$ cat src/rtl/plane_pred_pkg.sv
package plane_pred_pkg;

   typedef enum logic [1:0] {
      PH_IDLE = 2'd0,
      PH_GRAD = 2'd1,
      PH_ROWS = 2'd2
   } phase_t;

   // Width that holds 5*H + 32 for the given sample width and block size.
   function automatic int grad_width(input int sw, input int n);
      return sw + $clog2(n) + 6;
   endfunction

endpackage

$ cat src/rtl/plane_grad.sv
module plane_grad #(
   parameter int N  = 16,
   parameter int SW = 8,
   parameter int GW = 18
) (
   input  logic                 clk,
   input  logic                 rst_n,
   input  logic                 capture,
   input  logic [N*SW-1:0]      top_row,
   input  logic [N*SW-1:0]      side_col,
   input  logic [SW-1:0]        corner,
   output logic signed [GW-1:0] h_grad,
   output logic signed [GW-1:0] v_grad,
   output logic signed [GW-1:0] base_a
);
   localparam int HALF = N / 2;

   logic signed [GW-1:0] h_sum, v_sum, a_sum;

   // Weighted symmetric differences, folded to one weight per sample:
   // sample j gets weight (j - HALF + 1), the corner gets -HALF.
   always_comb begin
      h_sum = GW'(-HALF) * GW'(signed'({1'b0, corner}));
      v_sum = GW'(-HALF) * GW'(signed'({1'b0, corner}));
      for (int j = 1; j <= N; j++) begin
         h_sum = h_sum + GW'(j - HALF) * GW'(signed'({1'b0, top_row[(j-1)*SW +: SW]}));
         v_sum = v_sum + GW'(j - HALF) * GW'(signed'({1'b0, side_col[(j-1)*SW +: SW]}));
      end
      a_sum = (GW'(signed'({1'b0, top_row[(N-1)*SW +: SW]})) +
               GW'(signed'({1'b0, side_col[(N-1)*SW +: SW]}))) * GW'(16);
   end

   always_ff @(posedge clk or negedge rst_n) begin
      if (!rst_n) begin
         h_grad <= '0;
         v_grad <= '0;
         base_a <= '0;
      end else if (capture) begin
         h_grad <= h_sum;
         v_grad <= v_sum;
         base_a <= a_sum;
      end
   end

endmodule

$ cat src/rtl/plane_lane.sv
module plane_lane #(
   parameter int SW    = 8,
   parameter int ACC_W = 16
) (
   input  logic                    clk,
   input  logic                    rst_n,
   input  logic                    load,
   input  logic                    step,
   input  logic signed [ACC_W-1:0] init,
   input  logic signed [ACC_W-1:0] incr,
   output logic [SW-1:0]           sample
);
   localparam logic signed [ACC_W-1:0] LIMIT = ACC_W'((1 << (SW + 5)) - 1);

   logic signed [ACC_W-1:0] run;

   always_ff @(posedge clk or negedge rst_n) begin
      if (!rst_n)
         run <= '0;
      else if (load)
         run <= init;
      else if (step)
         run <= run + incr;
   end

   always_comb begin
      if (run < 0)
         sample = '0;
      else if (run > LIMIT)
         sample = '1;
      else
         sample = run[SW+4:5];
   end

endmodule

$ cat src/rtl/plane_ctrl.sv
module plane_ctrl
   import plane_pred_pkg::*;
#(
   parameter int N = 16
) (
   input  logic clk,
   input  logic rst_n,
   input  logic start,
   output logic capture,
   output logic load,
   output logic step,
   output logic row_valid,
   output logic done
);
   localparam int             CW   = $clog2(N);
   localparam logic [CW-1:0]  LAST = CW'(N - 1);

   phase_t        phase;
   logic [CW-1:0] row_cnt;

   always_ff @(posedge clk or negedge rst_n) begin
      if (!rst_n) begin
         phase   <= PH_IDLE;
         row_cnt <= '0;
      end else begin
         case (phase)
            PH_IDLE: if (start) phase <= PH_GRAD;
            PH_GRAD: begin
               phase   <= PH_ROWS;
               row_cnt <= '0;
            end
            PH_ROWS: begin
               row_cnt <= row_cnt + 1'b1;
               if (row_cnt == LAST) phase <= PH_IDLE;
            end
            default: phase <= PH_IDLE;
         endcase
      end
   end

   assign capture   = (phase == PH_IDLE) && start;
   assign load      = (phase == PH_GRAD);
   assign step      = (phase == PH_ROWS);
   assign row_valid = (phase == PH_ROWS);
   assign done      = (phase == PH_ROWS) && (row_cnt == LAST);

   // one quiet cycle between an accepted start and row 0
   assert_gap_then_rows_R2: assert property (@(posedge clk) disable iff (!rst_n)
      capture |=> !row_valid ##1 row_valid);

   // done only travels with a row, and the run ends right after it
   assert_done_with_row_R8: assert property (@(posedge clk) disable iff (!rst_n)
      done |-> row_valid);
   assert_done_ends_run_R8: assert property (@(posedge clk) disable iff (!rst_n)
      done |=> !row_valid);

   // a start during a run neither cuts it short nor chains a new one
   assert_busy_start_ignored_R9: assert property (@(posedge clk) disable iff (!rst_n)
      (row_valid && !done && start) |=> row_valid);
   assert_last_row_start_ignored_R9: assert property (@(posedge clk) disable iff (!rst_n)
      (done && start) |=> !row_valid ##1 !row_valid);

endmodule

$ cat src/rtl/plane_pred.sv
module plane_pred
   import plane_pred_pkg::*;
#(
   parameter int N     = 16,
   parameter int SW    = 8,
   parameter int ACC_W = 16
) (
   input  logic            clk,
   input  logic            rst_n,
   input  logic            start,
   input  logic [N*SW-1:0] top_row,
   input  logic [N*SW-1:0] side_col,
   input  logic [SW-1:0]   corner,
   output logic            row_valid,
   output logic [N*SW-1:0] row_data,
   output logic            done
);
   localparam int GW = grad_width(SW, N);

   generate
      if (N != 16) begin : g_bad_size
         $error("plane_pred: slope scaling is defined for a 16x16 block only");
      end
      if (ACC_W < SW + 8) begin : g_bad_acc
         $error("plane_pred: ACC_W must be at least SW+8 so running values do not wrap");
      end
   endgenerate

   logic capture, load, step;
   logic signed [GW-1:0] h_grad, v_grad, base_a;
   logic signed [GW-1:0] b_g, c_g, d_g;
   logic signed [ACC_W-1:0] b_acc, c_acc, d_acc;

   plane_ctrl #(.N(N)) u_ctrl (
      .clk       (clk),
      .rst_n     (rst_n),
      .start     (start),
      .capture   (capture),
      .load      (load),
      .step      (step),
      .row_valid (row_valid),
      .done      (done)
   );

   plane_grad #(.N(N), .SW(SW), .GW(GW)) u_grad (
      .clk      (clk),
      .rst_n    (rst_n),
      .capture  (capture),
      .top_row  (top_row),
      .side_col (side_col),
      .corner   (corner),
      .h_grad   (h_grad),
      .v_grad   (v_grad),
      .base_a   (base_a)
   );

   // Slopes with sign-preserving rounding shift, then the start value.
   assign b_g = (h_grad * GW'(5) + GW'(32)) >>> 6;
   assign c_g = (v_grad * GW'(5) + GW'(32)) >>> 6;
   assign d_g = base_a + GW'(16) - GW'(7) * b_g - GW'(7) * c_g;

   assign b_acc = ACC_W'(b_g);
   assign c_acc = ACC_W'(c_g);
   assign d_acc = ACC_W'(d_g);

   // Column seeds form an adder chain: seed[x] = seed[x-1] + b.
   for (genvar x = 0; x < N; x++) begin : g_col
      logic signed [ACC_W-1:0] seed;
      if (x == 0) begin : g_first
         assign seed = d_acc;
      end else begin : g_next
         assign seed = g_col[x-1].seed + b_acc;
      end

      plane_lane #(.SW(SW), .ACC_W(ACC_W)) u_lane (
         .clk    (clk),
         .rst_n  (rst_n),
         .load   (load),
         .step   (step),
         .init   (seed),
         .incr   (c_acc),
         .sample (row_data[x*SW +: SW])
      );
   end

   // with a non-negative row slope, column 0 never decreases row to row
   assert_col0_monotone_R6: assert property (@(posedge clk) disable iff (!rst_n)
      (row_valid && $past(row_valid) && !c_g[GW-1]) |->
         (row_data[SW-1:0] >= $past(row_data[SW-1:0])));

   // done never appears outside a valid row at the top level
   assert_done_valid_top_R8: assert property (@(posedge clk) disable iff (!rst_n)
      $rose(done) |-> row_valid);

endmodule

$ cat config.mk
export PLATFORM = sky130hd
export DESIGN_NAME = plane_pred
export DESIGN_NICKNAME = d
export VERILOG_FILES = /design/src/rtl/plane_pred_pkg.sv /design/src/rtl/plane_grad.sv /design/src/rtl/plane_lane.sv /design/src/rtl/plane_ctrl.sv /design/src/rtl/plane_pred.sv
export SDC_FILE = /design/constraint.sdc
export NUM_CORES = 2
export LEC_CHECK = 0
export BUFFER_PORTS_ARGS = -buffer_cell sky130_fd_sc_hd__buf_2
export CORE_ASPECT_RATIO = 2
export CORE_MARGIN = 5
export CORE_UTILIZATION = 40
export DETAILED_ROUTE_END_ITERATION = 6
export PLACE_DENSITY = 0.54
export SETUP_SLACK_MARGIN = 0.05
export SLEW_MARGIN = 10
export SYNTH_ARGS = -nofsm -noshare
export SYNTH_HDL_FRONTEND = slang
export SYNTH_SLANG_ARGS = --single-unit
$ cat constraint.sdc
create_clock -name clk -period 28.7 [get_ports clk]
set_input_delay 4.305 -clock clk [delete_from_list [all_inputs] [get_ports clk]]
set_output_delay 4.305 -clock clk [all_outputs]
set_load 0.01 [all_outputs]
==> impl_metrics.py <==
metrics = {
    "outcome": {
        "status": "finished, final reports clean",
    },
    "placed_design": {
        "portBuffers": 380,
        "place_hpwl_um": 131800,
        "gp_congestion": 0.8839,
    },
    "worst_setup_path": {
        "crit_type": "register to register",
        "path_buf_inv": 6,
        "cp.required_ns": 29.11,
        "worstPathMaxFanout": 19,
        "worst_setup_path_end_kind": "register",
        "crit_top_cell": "ha_1",
        "cp.arrival_ns": 21.24,
        "cp-start-kind": "register",
        "path_delay_family": "adder cells",
        "critical_path.max_stage_delay_ns": 0.69,
        "slowest_stage": "o31ai_1",
    },
    "drt": {
        "routedWlPerCell_um": 19.37,
        "finalWirelength_um": 162500,
        "first_pass_iters": 5,
        "vias": 43980,
        "postRouteAntennaNets": 0,
        "via_per_inst": 5.240,
        "drc": 0,
        "drt_iter0_markers": 1569,
    },
    "clock_network": {
        "clockBufferDepth": 3,
        "cts-buffers-inserted": 35,
        "htreeDepth": 2,
        "post_cts_resized": 0,
        "clk_pin_slew_ns": 0.07,
        "cts.sinks": 307,
        "clock-root-buffer": "clkbuf_16",
        "cts_tree": "done",
        "cts_hold_buf": 0,
        "clock_latency_ns": 0.60,
        "post_cts_buffers": 0,
    },
    "yosys": {
        "ys_ff_latch": 307,
        "synth_top_family_by_area": "adder cells",
        "synthCells": 6346,
        "synth_edf_count": 0,
        "synth_xor_area_share_pct": 11.38,
        "synth.avg_cell_area_um2": 8.479,
        "ys_seq_area_share_pct": 14.28,
        "synth_area_um2": 53810,
        "muxShareOfSynthArea_pct": 1.132,
        "synthSimpleGateAreaFrac_pct": 10.42,
        "synth_warnings": 0,
        "synthAdderAreaFrac_pct": 37.57,
        "synthTopCellsByCount": "ha_1 (909), a21oi_1 (871), inv_1 (855), nor2_1 (846), xnor2_1 (523)",
        "synth_top_area_share_pct": 21.14,
        "synth_cell_type_count": 95,
        "yosysMostFrequentCell": "ha_1",
        "yosys-top-cells-area": "ha_1 (21%), fa_1 (16%), dfrtp_1 (14%)",
        "async_flop_share_pct": 100.0,
        "synth-compound-area-share_pct": 17.99,
        "synth_top_area_cell": "ha_1",
        "synth_ff_type": "dfrtp_1",
        "syn_nets": 7954,
    },
    "timing": {
        "period_needed_ns": 20.83,
        "fin_setup_tns_ns": 0,
        "rsz0062_at_grt": "false",
        "finalHoldViolCount": 0,
        "maxSlewViolCount": 0,
        "hold_ws_ns": 0.4821,
        "clock-skew-final_ns": 0.02471,
        "tightestPinTransition_ns": 1.153,
        "max_freq_mhz": 48.00,
        "relSlewSlack_pct": 23.14,
        "setup_violations": 0,
        "post-route-period-util_pct": 72.58,
    },
    "global_route": {
        "antenna_found_initial": 4,
        "grt_usage_pct": 22.45,
        "grt_max_degree": 194,
        "grt_pass1_vias": 46770,
        "grt_overflow": 0,
        "grt_pass1_wl_um": 252800,
    },
    "layout": {
        "drive_gt1_share_pct": 9.039,
        "syn_to_final_growth_pct": 9.738,
        "fin_nets": 8243,
    },
    "job": {
        "drv_cap": 0,
    },
    "floorplanning": {
        "start_util_pct": 40.20,
        "ios": 397,
        "dieHeight_um": 528.7,
        "core_region_area_um2": 133800,
        "dieArea_um2": 142400,
        "fp-row-count": 190,
        "chipWidth_um": 269.4,
    },
    "worst_hold_path": {
        "hold_class": "register to register",
    },
}
## kinds of logic after synthesis
| logic type | Yosys count |
|---|---|
| buffers and inverters | 1031 |
| multiplexers | 57 |
| AND/OR/NAND/NOR | 1306 |
| XOR/XNOR | 671 |
| AO/OA/AOI/OAI | 1614 |
| flip-flops | 307 |
| adder cells (fa/ha/maj) | 1360 |
## worst reg2reg max path: cells and delay by family (launching register included)
family / cells / cell delay, ns
and+or+nand+nor: 13 / 1.60
buffers and inverters: 6 / 0.92
muxes: 1 / 0.17
xor gates and xnor gates: 13 / 3.39
adders and majority gates: 23 / 8.85
AOI/OAI and AO/OA: 20 / 5.31
DFF: 1 / 0.45
## sequential cells by signal, summed over array words and instances (netlist names)
| register | count |
|---|---|
| g_col.u_lane.run | 256 |
| u_grad.h_grad | 18 |
| u_grad.v_grad | 18 |
| u_grad.base_a | 9 |
| u_ctrl.row_cnt | 4 |
| u_ctrl.phase | 2 |
## cells in the final DEF (no fill, tap or decap), types with 122 or more instances in the layout
cell type,synthesis,layout
nand2_1,154,153
inv_1,855,855
nor2_1,846,843
xnor2_1,523,511
o21bai_1,277,277
dfrtp_1,307,307
buf_2,3,379
xor2_1,128,122
o21ai_0,158,158
fa_1,432,432
a21oi_1,871,871
ha_1,909,907
## stage by stage
| step | utilization, % | cells | setup slack (ns) | area, µm² |
|---|---|---|---|---|
| finish | 44.12 | 8392 | 7.869 | 59050 |
| floorplan | - | 6346 | 9.766 | 53810 |
| detailed placement | 43.19 | 8326 | 7.922 | 57810 |
| global route | 44.12 | 8392 | 6.619 | 59050 |
| global placement | 43.19 | 8326 | 8.023 | 57810 |
| CTS | 44.11 | 8388 | 7.798 | 59040 |
## final timing paths
path	startpoint	endpoint	slack, ns	cells past startpoint
setup / recovery	u_grad.h_grad[3]$_DFFE_PN0P_	g_col[15].u_lane.run[15]$_DFFE_PN0P_	7.87	76
hold / removal	u_grad.h_grad[16]$_DFFE_PN0P_	u_grad.h_grad[16]$_DFFE_PN0P_	0.48	2
setup reg to reg	u_grad.h_grad[3]$_DFFE_PN0P_	g_col[15].u_lane.run[15]$_DFFE_PN0P_	7.87	76
hold reg to reg	u_grad.h_grad[16]$_DFFE_PN0P_	u_grad.h_grad[16]$_DFFE_PN0P_	0.48	2
max in group asynchronous	rst_n	g_col[1].u_lane.run[10]$_DFFE_PN0P_	22.76	3
min in group asynchronous	rst_n	g_col[15].u_lane.run[12]$_DFFE_PN0P_	3.69	1
## area by class of cell
cell class                      count  area, µm²
Multi-Input combinational cell   5008      42450
Timing Repair Buffer              426       2295
Fill cell                       13450      74790
Inverter                          857       3217
Clock buffer                       49       1011
Antenna cell                        4      10.01
Sequential cell                   307       7682
Tap cell                         1728       2162
Clock inverter                     13      222.7
## per-layer routing
layer	vias up	GRT usage, %	share of wire [%]
li1	21840	-	-
met1	21120	21.83	35
met2	734	46.58	57
met3	283	2.141	2.7
met4	0	10.58	5.6
met5	-	0	0
Power is not shown: default switching activity piles up to over one toggle a cycle in this logic, so the estimate is an artifact.
